<file path="config.mk">
export PLATFORM = sky130hd
export DESIGN_NAME = halt_wake_ctrl
export DESIGN_NICKNAME = d
export VERILOG_FILES = /design/src/rtl/hw_pkg.sv /design/src/rtl/hw_nmi_edge.sv /design/src/rtl/hw_wake_arb.sv /design/src/rtl/halt_wake_ctrl.sv
export SDC_FILE = /design/constraint.sdc
export NUM_CORES = 1
export LEC_CHECK = 0
export BUFFER_PORTS_ARGS = -buffer_cell sky130_fd_sc_hd__buf_2
export CORE_UTILIZATION = 38
export DETAILED_ROUTE_END_ITERATION = 10
export GPL_TIMING_DRIVEN = 0
export HOLD_SLACK_MARGIN = 0.06
export PLACE_DENSITY = 0.79
export SLEW_MARGIN = 10
export SYNTH_ARGS = -nofsm -noshare
export SYNTH_HDL_FRONTEND = slang
export SYNTH_SLANG_ARGS = --single-unit
</file>
<file path="constraint.sdc">
create_clock -name clk -period 1 [get_ports clk]
set_input_delay 0.05 -clock clk [delete_from_list [all_inputs] [get_ports clk]]
set_output_delay 0.05 -clock clk [all_outputs]
set_load 0.005 [all_outputs]
</file>
<file path="src/rtl/hw_pkg.sv">
package hw_pkg;
    typedef enum logic {
        ST_RUN  = 1'b0,
        ST_HALT = 1'b1
    } hw_state_e;

    typedef enum logic [1:0] {
        CAUSE_NONE  = 2'b00,
        CAUSE_RESET = 2'b01,
        CAUSE_NMI   = 2'b10,
        CAUSE_INTR  = 2'b11
    } hw_cause_e;
endpackage

</file>
<file path="src/rtl/hw_nmi_edge.sv">
module hw_nmi_edge (
    input  logic clk,
    input  logic rst,
    input  logic nmi,
    output logic nmi_rise
);
    logic nmi_q;

    always_ff @(posedge clk) begin
        if (rst) nmi_q <= 1'b0;
        else     nmi_q <= nmi;
    end

    assign nmi_rise = nmi & ~nmi_q;
endmodule

</file>
<file path="src/rtl/hw_wake_arb.sv">
module hw_wake_arb
    import hw_pkg::*;
(
    input  logic      rst,
    input  logic      nmi_rise,
    input  logic      intr,
    input  logic      if_flag,
    output logic      wake,
    output hw_cause_e cause
);
    always_comb begin
        if (rst)                  cause = CAUSE_RESET;
        else if (nmi_rise)        cause = CAUSE_NMI;
        else if (intr && if_flag) cause = CAUSE_INTR;
        else                      cause = CAUSE_NONE;
        wake = (cause != CAUSE_NONE);
    end
endmodule

</file>
<file path="src/rtl/halt_wake_ctrl.sv">
module halt_wake_ctrl
    import hw_pkg::*;
#(
    parameter int IP_W = 16
) (
    input  logic            clk,
    input  logic            rst,
    input  logic            halt_req,
    input  logic [IP_W-1:0] next_ip,
    input  logic            nmi,
    input  logic            intr,
    input  logic            if_flag,
    output logic            halted,
    output logic            bus_grant_inhibit,
    output logic            wake_pulse,
    output logic [1:0]      wake_cause,
    output logic [IP_W-1:0] ret_ip
);
    hw_state_e state_q, state_d;
    logic      nmi_rise, wake;
    hw_cause_e cause;

    hw_nmi_edge u_edge (
        .clk      (clk),
        .rst      (rst),
        .nmi      (nmi),
        .nmi_rise (nmi_rise)
    );

    hw_wake_arb u_arb (
        .rst      (rst),
        .nmi_rise (nmi_rise),
        .intr     (intr),
        .if_flag  (if_flag),
        .wake     (wake),
        .cause    (cause)
    );

    always_comb begin
        state_d = state_q;
        unique case (state_q)
            ST_RUN:  if (halt_req) state_d = ST_HALT;
            ST_HALT: if (wake)     state_d = ST_RUN;
            default: state_d = ST_RUN;
        endcase
    end

    always_ff @(posedge clk) begin
        if (rst) state_q <= ST_RUN;
        else     state_q <= state_d;
    end

    always_ff @(posedge clk) begin
        if (rst) begin
            halted            <= 1'b0;
            bus_grant_inhibit <= 1'b0;
            wake_pulse        <= (state_q == ST_HALT);
            wake_cause        <= CAUSE_RESET;
            ret_ip            <= '0;
        end else begin
            halted            <= (state_d == ST_HALT);
            bus_grant_inhibit <= (state_d == ST_HALT);
            wake_pulse        <= (state_q == ST_HALT) && wake;
            if (state_q == ST_HALT && wake) wake_cause <= cause;
            if (state_q == ST_RUN && halt_req) ret_ip <= next_ip;
        end
    end

    p_enter_r1: assert property (@(posedge clk) disable iff (rst)
        (!halted && halt_req) |=> (halted && ret_ip == $past(next_ip)));

    p_inhibit_r2: assert property (@(posedge clk) disable iff (rst)
        halted |-> bus_grant_inhibit);

    p_nmi_wake_r3: assert property (@(posedge clk) disable iff (rst)
        (halted && nmi_rise) |=> (!halted && wake_cause == 2'b10));

    p_masked_r4: assert property (@(posedge clk) disable iff (rst)
        (halted && !nmi_rise && !if_flag) |=> halted);

    p_ret_hold_r6: assert property (@(posedge clk) disable iff (rst)
        halted |=> $stable(ret_ip));

    p_pulse_one_r8: assert property (@(posedge clk) disable iff (rst)
        wake_pulse |=> !wake_pulse);

    p_pulse_exit_r8: assert property (@(posedge clk) disable iff (rst)
        wake_pulse |-> (!halted && $past(halted)));
endmodule

</file>
# Word-level counts from Yosys, hierarchy flattened
# Index checks and enable logic that the tools add are counted.
word_totals:
  ff_bits: 21
  input_bits: 22
  output_inout_bits: 21
  wordCells: 19
classes:
  mux: 7
  bitwise: 3
  reduce_logical: 4
ops:
  columns: ["cell", "count"]
  rows:
  - ["$mux 2", 3]
  - ["$logic_and 1x1->1", 3]
  - ["$mux 1", 3]
  - ["$not 1->1", 2]
  - ["$pmux 1 s2", 1]
  - ["$reduce_bool 2->1", 1]
  - ["$and 1x1->1", 1]

# Logic depth before layout (Yosys ltp)
logic_depth:
  ltp_word: 7
  ltp_mapped: 5
  depth_no_buf: 3

# Cells and area by module
# Synthesis repeated with hierarchy kept, for this count alone.
hier_totals:
  cells_unflattened: 93
  area_unflattened_um2: 974.7
modules_own_cells:
  columns: ["module", "instances", "cells_per_inst", "area_each_um2", "seq_area_each_um2"]
  rows:
  - ["halt_wake_ctrl", 1, 85, 897.1, 400.4]
  - ["hw_nmi_edge", 1, 3, 47.5, 20.0]
  - ["hw_wake_arb", 1, 5, 30.0, 0.0]

# Worst setup path before layout
# Ideal clock, no wire load.
synth_path:
  path_type: "reg2reg"
  from: "register bus_grant_inhibit (netlist name)"
  to: "register ret_ip[0]"
  setup_ns: 0.132
  arrival_ns: 0.865
  t_required_ns: 0.868
  setup_slack_ns: 0.003
  stages_incl_launch_ff: 6
  path_buffers: 2
  synth_period_minus_slack_ns: 0.997
  path_cell_list: "dfxtp_1 -> nand2b_1 -> buf_6 -> buf_12 -> nand2_1 -> a21oi_2"
synth_rtl:
  columns: ["element", "line_no", "text"]
  rows:
  - ["end signal, assigned", "halt_wake_ctrl.sv:65", "if (state_q == ST_RUN && halt_req) ret_ip <= next_ip;"]
  - ["end, declared", "halt_wake_ctrl.sv:17", "output logic [IP_W-1:0] ret_ip"]

==> metrics.md <==
| Metric | Value |
|---|---|
| Number of global-route vias before repair | `802` |
| Skew final | `0.002814 ns` |
| Worst VDD drop | `1244 µV` |
| Initial antenna violation count | `0` |
| Minimum hold slack | `0.1852 ns` |
| Maximum root-to-sink buffer count | `2` |
| Yosys warning count | `0` |
| Root cell of the clock tree | `sky130_fd_sc_hd__clkbuf_4` |
| Total die area | `0.002233 mm²` |
| Initial Util | `0.4008` |
| Syn Std Cell Area | `778.2 µm²` |
| Clk_lat worst skew | `0.30 ns` |
| Cts bufs inserted | `3` |
| Fraction of final layout cells sized beyond drive strength 1 | `0.4785` |
| Leakage | `0.6383 nW` |
| Failing checks | `negative setup slack` |
| Setup-violating endpoint count in the final report | `13` |
| DIE WIDTH | `47.26 µm` |
| 1st-iter DRT viols | `4` |
| Kind of critical path | `flop to flop` |
| Avg Inst Size Synth | `8.552 µm²` |
| Max Transition Viols Final | `0` |
| Worst Hold Class | `primary input to flop` |
| Total wirelength of the detailed-routed design | `2.186 mm` |
| Count of input and output buffers | `42` |
| Pre-antenna DRT Iters | `4` |
| R2R cell count | `5` |
| Total power divided by cell area | `1256 mW/mm²` |
| Launch point of the worst hold path | `halt_req` |
| XOR/XNOR Fraction of Synth Area | `0` |
| H-tree levels | `1` |
| Largest family of logic cells by synthesized area | `simple AND/OR/NAND/NOR gates` |
| Fraction of the yosys area taken by sequential cells | `0.5402` |
| Number of flip-flops and latches in the synthesized netlist | `21` |
| Final hold violation count | `0` |
| Signed area change from the synthesized netlist to the final layout | `76.21%` |
| Area of the core | `0.001942 mm²` |
| Beginning of the worst register-to-register path | `bus_grant_inhibit$_SDFF_PP0_` |
| Top cell type's share of synthesized area | `0.5402` |
| Filler Cells Inserted | `160` |
| Achievable frequency | `0.9810 GHz` |
| Site row count | `16` |
| Number of clock sinks seen by CTS | `21` |
| Endpoint of the most critical register-to-register path | `ret_ip[1]$_SDFFE_PP0P_` |
| Simple-gate portion of the synthesized area | `0.2154` |
| Total global-route track usage | `0.1956` |
| Minimum clock period | `1.019 ns` |
| Transition time at the pin with the least slew margin | `0.2628 ns` |
| Type of element capturing the critical path | `flop` |
| Hold path cells | `5` |
| Multiplexer fraction of the synthesized cell area | `0` |
| TritonCTS clock tree | `done` |
| Distinct cells, synth | `20` |
| Detailed-route via count | `872` |
| Startpoint Class | `flop` |
| Post-synth top flop | `sky130_fd_sc_hd__dfxtp_1` |
| Antenna cell count | `0` |
| PnR Total Power | `1.723 mW` |
| Worst hold endpoint | `ret_ip[10]$_SDFFE_PP0P_` |
| Gate count after technology mapping | `91` |
| Async set-or-reset flop fraction in the synthesized netlist | `0` |
| Compound-cell area share of the yosys netlist | `0.1576` |
| Post-route clock period utilization | `1.019` |
| Synth Area in Adders | `0` |
| Maximum number of pins on one net before global-route repair | `13` |
| Crit-path max FO | `10` |
| Inst Count DP | `160` |
| GPL Wtd Cong | `0.6269` |
| Routed length per instance | `11.51 µm` |
| Required arrival time at the worst endpoint | `1.19 ns` |
| Outcome | `complete, but fails checks` |
| Chip height | `47.26 µm` |
| Number of violations of the max-capacitance limit | `0` |
| Launching instance or port of the critical path | `bus_grant_inhibit$_SDFF_PP0_` |
| Final global-route overflow total | `0` |
| Synth top area cells | `sky130_fd_sc_hd__dfxtp_1 (54%), sky130_fd_sc_hd__nand2_1 (16%), sky130_fd_sc_hd__a21oi_1 (9.0%), sky130_fd_sc_hd__buf_6 (2.9%), sky130_fd_sc_hd__buf_12 (2.6%)` |
| Crit path setup slack, layout | `-0.01938 ns` |
| Wire length of the first global-routing pass | `3.015 mm` |
| Number of enable flip-flop cells after synthesis | `0` |
| Final non-filler cell total | `190` |
| Detailed placer's ending HPWL | `1.297 mm` |
| DRC violation count after routing | `0` |
| Clock transition at the registers of the reported paths | `0.11 ns` |
| Top cell type by total area after synthesis | `sky130_fd_sc_hd__dfxtp_1` |
| Setup repair after global routing missed its margin | `true` |
| Worst reg-to-reg setup slack | `-0.02 ns` |
| Layout net count | `186` |
| Max-Slew Margin vs Limit | `0.8248` |
| I/O pin total | `43` |
| Vias per inst | `4.589` |
| Antenna-violating nets left | `0` |
| Nets in the synthesized netlist | `113` |
| Signal arrival time at the worst endpoint | `1.21 ns` |
==> power breakdown <==
group	leakage [nW]	switching, mW	internal, mW	total (mW)
Sequential	0.173	0.0304	0.891	0.922
Combinational	0.447	0.167	0.234	0.402
Clock	0.0177	0.250	0.149	0.399
Total	0.638	0.448	1.27	1.72
==> cell type report <==
cell class,count,area (µm²),area share
inverters,1,3.754,0.002737
repair buffers,68,469.2,0.3422
clock buffers,3,22.52,0.01642
clock inverters,1,5.005,0.003650
well taps,27,33.78,0.02463
multi-input cells,62,345.3,0.2518
flip-flops and latches,21,424.2,0.3093
plain buffers,7,67.56,0.04927
==> worst max-delay path by stage <==
stage / to / slack, ns / cells past startpoint
after floorplan: ret_ip[0]$_SDFFE_PP0P_ / 0.003 / 5
after global placement: ret_ip[0]$_SDFFE_PP0P_ / -0.06 / 5
after detailed placement: ret_ip[11]$_SDFFE_PP0P_ / -0.1 / 5
after CTS: ret_ip[14]$_SDFFE_PP0P_ / -0.02 / 5
after global routing: ret_ip[4]$_SDFFE_PP0P_ / -0.07 / 5
final: ret_ip[1]$_SDFFE_PP0P_ / -0.02 / 5
==> routing by layer <==
| layer | wire length [µm] | vias to the layer above | global-route usage | share of wire |
|---|---|---|---|---|
| met5 | 0 | - | 0 | 0 |
| met4 | 10 | 0 | 0.05143 | 0.0046 |
| met3 | 118 | 2 | 0.03846 | 0.054 |
| met2 | 1189 | 36 | 0.4219 | 0.54 |
| met1 | 868 | 398 | 0.1752 | 0.40 |
| li1 | - | 436 | - | - |
==> flip-flops by register name, indices dropped and copies added, names as in the netlist <==
register	count
u_edge.nmi_q	1
ret_ip	16
wake_pulse	1
wake_cause	2
bus_grant_inhibit	1
==> worst max-delay path: stages (launching register included) <==
cell and delay [ns]:
sky130_fd_sc_hd__dfxtp_4 0.39, sky130_fd_sc_hd__nand2b_4 0.14, sky130_fd_sc_hd__buf_6 0.12, sky130_fd_sc_hd__buf_12 0.13
sky130_fd_sc_hd__nand2_1 0.08, sky130_fd_sc_hd__a21oi_2 0.05
==> what timing repair did <==
item / CTS / global route
endpoints found under the setup margin: 13 / 18
hold buffers: 20 / 0
hold endpoints to repair: 18 / 0
cloned: 1 / 0
pin swaps: 0 / 5
setup buffers: 5 / 0
resized for setup: 9 / 17
==> synthesized netlist by cell type (2+ instances only) <==
master / number
sky130_fd_sc_hd__nor2b_1: 2
sky130_fd_sc_hd__a21oi_2: 2
sky130_fd_sc_hd__dfxtp_1: 21
sky130_fd_sc_hd__nor2_1: 2
sky130_fd_sc_hd__nand2b_1: 2
sky130_fd_sc_hd__nand2_1: 34
sky130_fd_sc_hd__buf_6: 2
sky130_fd_sc_hd__a21oi_1: 14
==> through the flow <==
stage               instance area, µm²  setup WS (ns)  utilization  TNS [ns]
floorplan                        778.2       0.003117            -         0
global placement                  1022       -0.05751       0.5264   -0.5295
detailed placement                1022       -0.09824       0.5264   -0.8763
CTS                               1320       -0.02063       0.6798   -0.1486
global route                      1371       -0.07076       0.7062    -1.020
finish                            1371       -0.01938       0.7062   -0.1509
==> cell families after synthesis <==
group / count (synthesis)
simple gates: 41
buf+inv: 8
compound gates: 21
flops: 21
==> placed cells by master, fill, tap and decap left out, drive strengths merged <==
| cell type | netlist | routed |
|---|---|---|
| nand2b | 2 | 2 |
| a21o | 1 | 1 |
| clkinv | 0 | 1 |
| buf | 5 | 54 |
| o21ai | 1 | 1 |
| a311oi | 1 | 1 |
| o21a | 1 | 1 |
| inv | 1 | 1 |
| dlygate4sd3 | 0 | 20 |
| dfxtp | 21 | 21 |
| o22ai | 1 | 1 |
| or2b | 1 | 1 |
| nor2 | 2 | 2 |
| nand2 | 34 | 34 |
| clkbuf | 2 | 4 |
| a21oi | 16 | 16 |
| nor2b | 2 | 2 |
Note: power is estimated with default switching activity, not from simulation.
